`config.mk`:
```
export PLATFORM = sky130hd
export DESIGN_NAME = serial_mag_cmp
export DESIGN_NICKNAME = d
export VERILOG_FILES = /design/src/rtl/smc_pkg.sv /design/src/rtl/smc_cell.sv /design/src/rtl/smc_state_reg.sv /design/src/rtl/smc_decode.sv /design/src/rtl/smc_cell_array.sv /design/src/rtl/serial_mag_cmp.sv
export SDC_FILE = /design/constraint.sdc
export NUM_CORES = 1
export LEC_CHECK = 0
export ABC_AREA = 1
export BUFFER_PORTS_ARGS = -buffer_cell sky130_fd_sc_hd__buf_2
export CAP_MARGIN = 20
export CORE_AREA = 2 2 39 41
export DETAILED_ROUTE_END_ITERATION = 16
export DIE_AREA = 0 0 41 43
export GPL_TIMING_DRIVEN = 1
export HOLD_SLACK_MARGIN = 0.1
export PLACE_DENSITY = 0.31
export SYNTH_ARGS = -nofsm -noshare
export SYNTH_HDL_FRONTEND = slang
export SYNTH_SLANG_ARGS = --single-unit
```
`constraint.sdc`:
```
create_clock -name clk -period 1.9 [get_ports clk]
set_clock_uncertainty 0.15 [all_clocks]
set_input_delay 0.38 -clock clk [delete_from_list [all_inputs] [get_ports clk]]
set_output_delay 0.38 -clock clk [all_outputs]
set_load 0.02 [all_outputs]
```
`src/rtl/smc_pkg.sv`:
```
// Package: shared state encoding and the single-bit transition function
// used by both the serial state register and the combinational array.
// Assumes operands are scanned from the most significant bit downward.
package smc_pkg;

    typedef enum logic [1:0] {
        CMP_EQ  = 2'b00,
        CMP_GT  = 2'b01,
        CMP_LT  = 2'b10,
        CMP_BAD = 2'b11
    } cmp_state_e;

    // One step of the comparison: decided states lock, illegal code recovers.
    function automatic cmp_state_e cmp_step(cmp_state_e cur, logic xb, logic yb);
        cmp_state_e nxt;
        unique case (cur)
            CMP_EQ: begin
                unique case ({xb, yb})
                    2'b10:   nxt = CMP_GT;
                    2'b01:   nxt = CMP_LT;
                    default: nxt = CMP_EQ;
                endcase
            end
            CMP_GT:  nxt = CMP_GT;
            CMP_LT:  nxt = CMP_LT;
            default: nxt = CMP_EQ;
        endcase
        return nxt;
    endfunction

endpackage

```
`src/rtl/smc_cell.sv`:
```
// Module: smc_cell
// One comparison cell: maps the incoming ordering and one bit pair to the
// outgoing ordering. Purely combinational; assumes known inputs.
module smc_cell
    import smc_pkg::*;
(
    input  cmp_state_e s_in,
    input  logic       x_b,
    input  logic       y_b,
    output cmp_state_e s_out
);

    // Apply the shared transition function.
    always_comb begin
        s_out = cmp_step(s_in, x_b, y_b);
    end

endmodule

```
`src/rtl/smc_state_reg.sv`:
```
// Module: smc_state_reg
// Holds the running ordering of the operand prefixes. Advances only on
// accepted bit pairs; start clears to equal (or folds in a same-cycle pair).
// Assumes synchronous active-low reset and known control inputs.
module smc_state_reg
    import smc_pkg::*;
(
    input  logic       clk,
    input  logic       rst_n,
    input  logic       start,
    input  logic       valid,
    input  logic       x_bit,
    input  logic       y_bit,
    output cmp_state_e state_q
);

    cmp_state_e base_s;
    cmp_state_e stepped_s;
    cmp_state_e state_d;

    // Pick the state the incoming pair is applied to.
    always_comb begin
        base_s = start ? CMP_EQ : state_q;
    end

    smc_cell u_step (
        .s_in  (base_s),
        .x_b   (x_bit),
        .y_b   (y_bit),
        .s_out (stepped_s)
    );

    // Next-state selection: accept, restart, recover or hold.
    always_comb begin
        if (valid)                  state_d = stepped_s;
        else if (start)             state_d = CMP_EQ;
        else if (state_q == CMP_BAD) state_d = CMP_EQ;
        else                        state_d = state_q;
    end

    // State register with synchronous reset to the equal code.
    always_ff @(posedge clk) begin
        if (!rst_n) state_q <= CMP_EQ;
        else        state_q <= state_d;
    end

    AST_LOCK_GT: assert property (@(posedge clk) disable iff (!rst_n)
        (state_q == CMP_GT && !start) |=> (state_q == CMP_GT));

    AST_LOCK_LT: assert property (@(posedge clk) disable iff (!rst_n)
        (state_q == CMP_LT && !start) |=> (state_q == CMP_LT));

    AST_IDLE_HOLD: assert property (@(posedge clk) disable iff (!rst_n)
        (!valid && !start) |=> $stable(state_q));

    AST_START_CLEAR: assert property (@(posedge clk) disable iff (!rst_n)
        (start && !valid) |=> (state_q == CMP_EQ));

    AST_FIRST_GT: assert property (@(posedge clk) disable iff (!rst_n)
        (valid && (start || state_q == CMP_EQ) && x_bit && !y_bit) |=> (state_q == CMP_GT));

    AST_FIRST_LT: assert property (@(posedge clk) disable iff (!rst_n)
        (valid && (start || state_q == CMP_EQ) && !x_bit && y_bit) |=> (state_q == CMP_LT));

    AST_RESET_EQ: assert property (@(posedge clk)
        !rst_n |=> (state_q == CMP_EQ));

endmodule

```
`src/rtl/smc_decode.sv`:
```
// Module: smc_decode
// Turns the two-bit ordering code into three result flags. The unused
// code drives all flags low; it is never held past one clock.
module smc_decode
    import smc_pkg::*;
(
    input  cmp_state_e state,
    output logic       lt,
    output logic       eq,
    output logic       gt
);

    // Decode the ordering code into flags.
    always_comb begin
        lt = (state == CMP_LT);
        eq = (state == CMP_EQ);
        gt = (state == CMP_GT);
    end

endmodule

```
`src/rtl/smc_cell_array.sv`:
```
// Module: smc_cell_array
// Ripple chain of identical cells comparing two parallel words, MSB first.
// Stage 0 starts from the equal code. Assumes NBITS >= 1.
module smc_cell_array
    import smc_pkg::*;
#(
    parameter int unsigned NBITS = 16
) (
    input  logic [NBITS-1:0] x_word,
    input  logic [NBITS-1:0] y_word,
    output cmp_state_e       result
);

    cmp_state_e chain [0:NBITS];

    // Seed the chain at the most significant end.
    always_comb begin
        chain[0] = CMP_EQ;
    end

    for (genvar i = 0; i < NBITS; i++) begin : g_cell
        smc_cell u_cell (
            .s_in  (chain[i]),
            .x_b   (x_word[NBITS-1-i]),
            .y_b   (y_word[NBITS-1-i]),
            .s_out (chain[i+1])
        );
    end

    // Expose the least significant end of the chain.
    always_comb begin
        result = chain[NBITS];
    end

endmodule

```
`src/rtl/serial_mag_cmp.sv`:
```
// Module: serial_mag_cmp (top)
// Serial MSB-first unsigned magnitude comparator. ARRAY_VIEW adds a shadow
// history and a combinational cell array whose verdict must match the
// serial state while the operand fits in VIEW_BITS. Assumes VIEW_BITS >= 2.
module serial_mag_cmp
    import smc_pkg::*;
#(
    parameter bit          ARRAY_VIEW = 1'b1,
    parameter int unsigned VIEW_BITS  = 16
) (
    input  logic clk,
    input  logic rst_n,
    input  logic start,
    input  logic valid,
    input  logic x_bit,
    input  logic y_bit,
    output logic x_lt_y,
    output logic x_eq_y,
    output logic x_gt_y
);

    cmp_state_e state_q;

    smc_state_reg u_state (
        .clk     (clk),
        .rst_n   (rst_n),
        .start   (start),
        .valid   (valid),
        .x_bit   (x_bit),
        .y_bit   (y_bit),
        .state_q (state_q)
    );

    smc_decode u_dec (
        .state (state_q),
        .lt    (x_lt_y),
        .eq    (x_eq_y),
        .gt    (x_gt_y)
    );

    AST_ONE_RESULT: assert property (@(posedge clk) disable iff (!rst_n)
        $countones({x_lt_y, x_eq_y, x_gt_y}) == 1);

    if (ARRAY_VIEW) begin : g_view
        localparam int unsigned CW = $clog2(VIEW_BITS + 2);
        localparam logic [CW-1:0] FULL = CW'(VIEW_BITS);

        logic [VIEW_BITS-1:0] x_hist;
        logic [VIEW_BITS-1:0] y_hist;
        logic [CW-1:0]        seen;
        cmp_state_e           arr_state;

        // Record accepted bits; start discards the previous operand.
        always_ff @(posedge clk) begin
            if (!rst_n) begin
                x_hist <= '0;
                y_hist <= '0;
            end else if (valid) begin
                x_hist <= start ? VIEW_BITS'(x_bit) : {x_hist[VIEW_BITS-2:0], x_bit};
                y_hist <= start ? VIEW_BITS'(y_bit) : {y_hist[VIEW_BITS-2:0], y_bit};
            end else if (start) begin
                x_hist <= '0;
                y_hist <= '0;
            end
        end

        // Count accepted bits, saturating one past the history depth.
        always_ff @(posedge clk) begin
            if (!rst_n)               seen <= '0;
            else if (valid && start)  seen <= CW'(1);
            else if (start)           seen <= '0;
            else if (valid && seen <= FULL) seen <= seen + 1'b1;
        end

        smc_cell_array #(.NBITS(VIEW_BITS)) u_arr (
            .x_word (x_hist),
            .y_word (y_hist),
            .result (arr_state)
        );

        AST_ARRAY_MATCH: assert property (@(posedge clk) disable iff (!rst_n)
            (seen <= FULL) |-> (arr_state == state_q));
    end

endmodule

```
# Word-level counts from Yosys, hierarchy flattened
# Cells that the tools add are included.
# W data, S select, Z words.
# totals
elab_cells,17
register_bits,2
input_bits,6
output_inout_bits,3
# classes
eq_ne,7
n_reduce_logical,3
mux,6
# ops
cell,count
$eq A2 B2 Y1 const B,4
$mux W2,4
$eq A2 B1 Y1 const B,3
$pmux W2 S3,1
$logic_not A2 Y1,2
$pmux W2 S2,1
$reduce_bool A3 Y1,1

# Logic depth before layout (Yosys ltp)
# Gate-level depths: netlist of run 1.
# depth
ltp_word,4
depth_mapped,5

# Cells and area by module
# Synthesis of run 1 repeated with hierarchy kept, for this count alone.
# hier_totals
hier_cells,32
area_unflattened_um2,162.7
# modules_own_cells
module,area_per_inst_um2,n_inst,seq_area_each_um2,cells_each
smc_state_reg,92.6,1,40.0,14
smc_cell,51.3,1,0.0,13
smc_decode,18.8,1,0.0,5

# Worst setup path before layout of run 1
# OpenSTA, ideal clock, no wires.
# synth_path
kind,reg2out
from,register u_state.state_q[1]
to,output port x_lt_y
required_ns,1.370
arrival_time_ns,0.640
stages_incl_launch_ff,3
path_slack_ns,0.730
path_cell_list,dfxtp_1 inv_1 nor2_2
# synth_via
elab_chain_cells,1
# synth_lines
item,line,rtl
start: declaration,smc_state_reg.sv:14,output cmp_state_e state_q
start signal: assignment,smc_state_reg.sv:44,else state_q <= state_d;
$eq A2 B2 Y1,smc_decode.sv:15,lt = (state == CMP_LT);
end: declaration,serial_mag_cmp.sv:17,"output logic x_lt_y,"
# No other way between the ends.

# Worst setup path after layout of run 1
# layout_path
from,register u_state.state_q[0]
to,output port x_gt_y
# layout_via
elab_chain_cells,1
# layout_lines
item,line,rtl
$eq A2 B1 Y1,smc_decode.sv:17,gt = (state == CMP_GT);
end: declaration,serial_mag_cmp.sv:19,output logic x_gt_y
# No other way between the ends.

==> results of run 1 <==
stage by stage:
step                      utilization, %  power [mW]
after floorplan                        -     0.06206
after global placement             14.65     0.07298
after detailed placement           14.65     0.07273
after CTS                          16.27      0.1704
after global routing               16.27      0.1771
final                              16.27      0.1638
area by class of cell:
class / count / area [um2]
inverters: 7 / 26.28
flip-flops and latches: 2 / 40.04
well taps: 16 / 20.02
repair buffers: 8 / 40.04
multi-input cells: 17 / 76.32
clock buffers: 3 / 22.52
fillers: 180 / 1159
layout by cell type (no fill, tap or decap):
master / netlist / routed
nor2_1: 1 / 1
nand2_1: 8 / 8
inv_1: 6 / 6
buf_2: 0 / 8
nor2_2: 2 / 2
dfxtp_1: 2 / 2
a21oi_1: 4 / 4
nand3_1: 2 / 2
clkbuf_4: 0 / 3
inv_2: 1 / 1
critical path, stage by stage, from the launching register on:
cell and delay, ns:
dfxtp_1 0.39, inv_1 0.07, nor2_2 0.09, buf_2 0.17
path summary, 6_finish.rpt:
check	start	to	slack, ns	cells past startpoint
worst min-delay path	rst_n	u_state.state_q[0]	0.25	3
worst min register to register	u_state.state_q[1]	u_state.state_q[1]	0.47	4
worst max-delay path	u_state.state_q[0]	x_gt_y	0.43	3
worst max register to register	u_state.state_q[1]	u_state.state_q[1]	0.92	4
report_power, final:
| part | leakage (nW) | internal, mW | switching, mW |
|---|---|---|---|
| clock | 0.0138 | 0.0696 | 0.0228 |
| combinational | 0.0941 | 0.0105 | 0.0148 |
| sequential | 0.0163 | 0.0440 | 0.00216 |
| total | 0.124 | 0.124 | 0.0398 |
cells by family after synthesis:
group           Yosys count  share of synthesized area, %
compound gates            4                         14.04
buf+inv                   7                         18.42
flops                     2                         28.07
simple gates             13                         39.47
metal layers:
metal / vias up / share of wire (%)
met1: 69 / 44
met5: - / 0
met4: 0 / 0
li1: 102 / -
met2: 6 / 45
met3: 0 / 11
==> flow_metrics.env, run 1 <==
export IMPL_finalSetupViolCount=0
export IMPL_numCtsBuffers=3
export IMPL_clk_latency_ns=0.22
export IMPL_antenna_found_initial=0
export IMPL_synth_top_area_share_pct=28.07
export IMPL_async_flop_share_pct=0
export IMPL_post_cts_setup_buffer_count=0
export IMPL_cp_data_required_time_ns=1.37
export IMPL_cts_tree="done"
export IMPL_netlist_top_cells_area="dfxtp_1 28%, nand2_1 21%, inv_1 16%"
export IMPL_critical_path_class="reg2out"
export IMPL_dpl_cell_area_um2=202.7
export IMPL_leakage_nw=0.1242
export IMPL_p_per_area_nw_per_um2=727.4
export IMPL_fin_crit_sh_pct=77.29
export IMPL_synth_ff_type="dfxtp_1"
export IMPL_vdd_drop_max_uv=194.3
export IMPL_ys_warnings_count=0
export IMPL_grt_max_degree=7
export IMPL_tightest_slew_ns=0.1774
export IMPL_die_h_um=43
export IMPL_yosys_top_cells_count="8 x nand2_1, 6 x inv_1, 4 x a21oi_1"
export IMPL_yosysTopAreaCell="dfxtp_1"
export IMPL_gp_congestion=0.5920
export IMPL_synth_nets=32
export IMPL_num_vias=177
export IMPL_port_buffers=8
export IMPL_cap_violations=0
export IMPL_fin_crit_ns=1.469
export IMPL_largest_reg_flops=2
export IMPL_postSynthAreaPerCell_um2=5.486
export IMPL_final_setup_worst_slack_ns=0.4314
export IMPL_synth_cell_types=8
export IMPL_die_w_um=41
export IMPL_die_area_um2=1763
export IMPL_dp_hpwl_um=290.9
export IMPL_tns_ns=0
export IMPL_grt_overflow=0
export IMPL_netlist_area_um2=142.6
export IMPL_post_synth_top_count_cell="nand2_1"
export IMPL_met2_usage_pct=5.625
export IMPL_synth_edf_count=0
export IMPL_routed_wl_um=336
export IMPL_hold_worst_slack_ns=0.2521
export IMPL_dp_slack_ns=0.6516
export IMPL_core_area_um2=1384
export IMPL_ctsHoldBuffers=0
export IMPL_max_freq_mhz=680.9
export IMPL_dr_pass1_iters=2
export IMPL_area_growth_pct=57.89
export IMPL_via_per_inst=3.340
export IMPL_hp_class="in2reg"
export IMPL_h_tree_depth=1
export IMPL_drc_errors=0
export IMPL_grt_pass1_vias=144
export IMPL_io_pins=9
export IMPL_busiest_layer="met1"
export IMPL_dp_cells=50
export IMPL_clkTransAtPathRegs_ns=0.03
export IMPL_syn_inst=26
export IMPL_cts_sinks=2
export IMPL_outcome="completed"
export IMPL_largestRegisters="u_state.state_q (2)"
export IMPL_cts_resized=0
export IMPL_rsz0062_at_grt="false"
export IMPL_grt_pass1_wl_um=510
export IMPL_worstPathMaxFanout=5
export IMPL_cts_root_buf="clkbuf_4"
export IMPL_instances_no_fill=53
export IMPL_core_rowCount=14
export IMPL_ant_nets=0
export IMPL_slew_viol_final=0
export IMPL_critPathArrivalTime_ns=0.94
export IMPL_stdcell_area_um2=225.2
export IMPL_top_register="u_state.state_q"
export IMPL_use_met1_pct=5.751
export IMPL_clk_path_buf_depth=2
export IMPL_endpoint_kind="output pin"
export IMPL_seq_area_frac_synth_pct=28.07
export IMPL_drive_above_1_share_pct=37.84
export IMPL_initial_core_util_pct=10.31
export IMPL_cp_start_kind="flop"
export IMPL_grt_util_met3_pct=1.571
export IMPL_antennaDiodeCount=0
export IMPL_drt_iter0_drc=2
export IMPL_ys_seq_elements=2
export IMPL_final_hold_violation_count=0
export IMPL_max_slew_margin_pct=88.15
export IMPL_track_usage_pct=4.509
export IMPL_fin_nets=45
export IMPL_wire_per_inst_um=6.340
Note: power is estimated with default switching activity, not from simulation.
==> run 2: changes to the inputs <==
ABC_AREA = 0   (was 1)
PLACE_DENSITY = 0.3   (was 0.31)
clock period = 1.4 ns   (was 1.9 ns; I/O delays follow)
==> flow_metrics.env, run 2 <==
export IMPL_cap_violations=0
export IMPL_wire_per_inst_um=7.300
export IMPL_vdd_drop_max_uv=150.8
export IMPL_die_area_um2=1763
export IMPL_initial_core_util_pct=7.866
export IMPL_gp_congestion=0.5209
export IMPL_largestRegisters="u_state.state_q (2)"
export IMPL_critical_path_class="reg2out"
export IMPL_post_cts_setup_buffer_count=0
export IMPL_num_vias=134
export IMPL_critPathArrivalTime_ns=0.92
export IMPL_die_w_um=41
export IMPL_seq_area_frac_synth_pct=36.78
export IMPL_netlist_area_um2=108.9
export IMPL_fin_nets=32
export IMPL_p_per_area_nw_per_um2=1131
export IMPL_ys_seq_elements=2
export IMPL_h_tree_depth=1
export IMPL_fin_crit_ns=1.352
export IMPL_max_freq_mhz=739.4
export IMPL_tns_ns=0
export IMPL_drc_errors=0
export IMPL_ant_nets=0
export IMPL_slew_viol_final=0
export IMPL_final_cell_mix="8 x buf_2, 3 x clkbuf_4"
export IMPL_worstPathMaxFanout=5
export IMPL_dp_slack_ns=0.2815
export IMPL_synth_cell_types=7
export IMPL_r2r_start="u_state.state_q[1]"
export IMPL_synth_ff_type="dfxtp_1"
export IMPL_clk_latency_ns=0.22
export IMPL_port_buffers=8
export IMPL_area_growth_pct=75.86
export IMPL_hold_depth=3
export IMPL_ctsHoldBuffers=0
export IMPL_syn_inst=13
export IMPL_io_pins=9
export IMPL_cp_start_kind="flop"
export IMPL_antennaDiodeCount=0
export IMPL_cts_sinks=2
export IMPL_min_to="u_state.state_q[0]"
export IMPL_cts_resized=0
export IMPL_synth_top_area_share_pct=36.78
export IMPL_rsz0062_at_grt="false"
export IMPL_cts_root_buf="clkbuf_4"
export IMPL_grt_overflow=0
export IMPL_fin_crit_sh_pct=96.60
export IMPL_dr_pass1_iters=2
export IMPL_tightest_slew_ns=0.2469
export IMPL_hp_class="in2reg"
export IMPL_netlist_top_cells_area="dfxtp_1 37%, a221oi_1 16%, nand3b_1 14%"
export IMPL_fill_cells=154
export IMPL_ff2ff_setup_slack_ns=0.43
export IMPL_hp_start="rst_n"
export IMPL_final_hold_violation_count=0
export IMPL_max_slew_margin_pct=83.54
export IMPL_track_usage_pct=4.709
export IMPL_ff2ff_path_depth=2
export IMPL_numCtsBuffers=3
export IMPL_worstReg2RegEnd="u_state.state_q[1]"
export IMPL_via_per_inst=3.350
export IMPL_antenna_found_initial=0
export IMPL_largest_reg_flops=2
export IMPL_clkTransAtPathRegs_ns=0.03
export IMPL_routed_wl_um=292
export IMPL_endpoint_kind="output pin"
export IMPL_multi_input_area_um2=61.31
export IMPL_drt_iter0_drc=1
export IMPL_final_common_cell="buf_2"
export IMPL_drive_above_1_share_pct=45.83
export IMPL_synth_nets=19
export IMPL_grt_pass1_wl_um=469
export IMPL_postSynthAreaPerCell_um2=8.373
export IMPL_grt_pass1_vias=155
export IMPL_grt_max_degree=6
export IMPL_ys_warnings_count=0
export IMPL_yosysTopAreaCell="dfxtp_1"
export IMPL_top_register="u_state.state_q"
export IMPL_clk_path_buf_depth=2
export IMPL_async_flop_share_pct=0
export IMPL_regArea_um2=40.04
export IMPL_final_setup_worst_slack_ns=0.04764
export IMPL_die_h_um=43
export IMPL_leakage_nw=0.08998
export IMPL_cts_tree="done"
export IMPL_core_area_um2=1384
export IMPL_cp_data_required_time_ns=0.97
export IMPL_synth_edf_count=0
export IMPL_outcome="completed"
export IMPL_core_rowCount=14
export IMPL_finalSetupViolCount=0
export IMPL_dp_hpwl_um=221
-- run 2: per-layer routing --
layer / wire length, um / global-route usage [%]
met2: 112 / 5.938
met1: 135 / 3.195
met5: 0 / 0
met4: 0 / 8.000
met3: 44 / 3.141
-- run 2: stage by stage --
stage | instances | cell area (um2) | hold WS [ns] | power (mW) | utilization, %
after floorplan | 13 | 108.9 | 0.2708 | 0.07644 | -
after global routing | 40 | 191.4 | 0.1722 | 0.2262 | 13.83
after detailed placement | 37 | 168.9 | 0.3744 | 0.08958 | 12.21
after global placement | 37 | 168.9 | 0.3652 | 0.08863 | 12.21
after CTS | 40 | 191.4 | 0.1525 | 0.2258 | 13.83
final | 40 | 191.4 | 0.1581 | 0.2165 | 13.83
-- run 2: cell families after synthesis --
kind of cell	count (synthesis)	synth area share [%]
and+or+nand+nor	7	40.22
DFF	2	36.78
AOI/OAI and AO/OA	2	16.09
buffers and inverters	2	6.899
-- run 2: where the power goes --
group	switching (mW)	total [mW]	internal, mW	leakage [nW]
Combinational	0.0131	0.0262	0.0131	0.0599
Clock	0.0332	0.128	0.0947	0.0138
Sequential	0.00278	0.0625	0.0597	0.0163
Total	0.0491	0.217	0.167	0.0900
-- run 2: how the worst max path moves through the flow --
stage                            start      to  cells past startpoint  slack (ns)
floorplan           u_state.state_q[1]  x_lt_y                      1        0.27
global placement    u_state.state_q[1]  x_lt_y                      2        0.31
detailed placement  u_state.state_q[0]  x_gt_y                      2        0.28
CTS                 u_state.state_q[0]  x_gt_y                      2        0.04
global route        u_state.state_q[0]  x_gt_y                      2      0.0009
finish              u_state.state_q[0]  x_gt_y                      2        0.05
-- run 2: area by class of cell --
cell class                      count  area share (%)
Clock buffer                        3           11.76
Inverter                            2           3.922
Multi-Input combinational cell      9           32.03
Sequential cell                     2           20.91
Tap cell                           16           10.46
Timing Repair Buffer                8           20.91
-- run 2: worst max-delay path: stages (launching register included) --
cell and delay (ns):
dfxtp_1 0.38, nor2b_1 0.15, buf_2 0.17
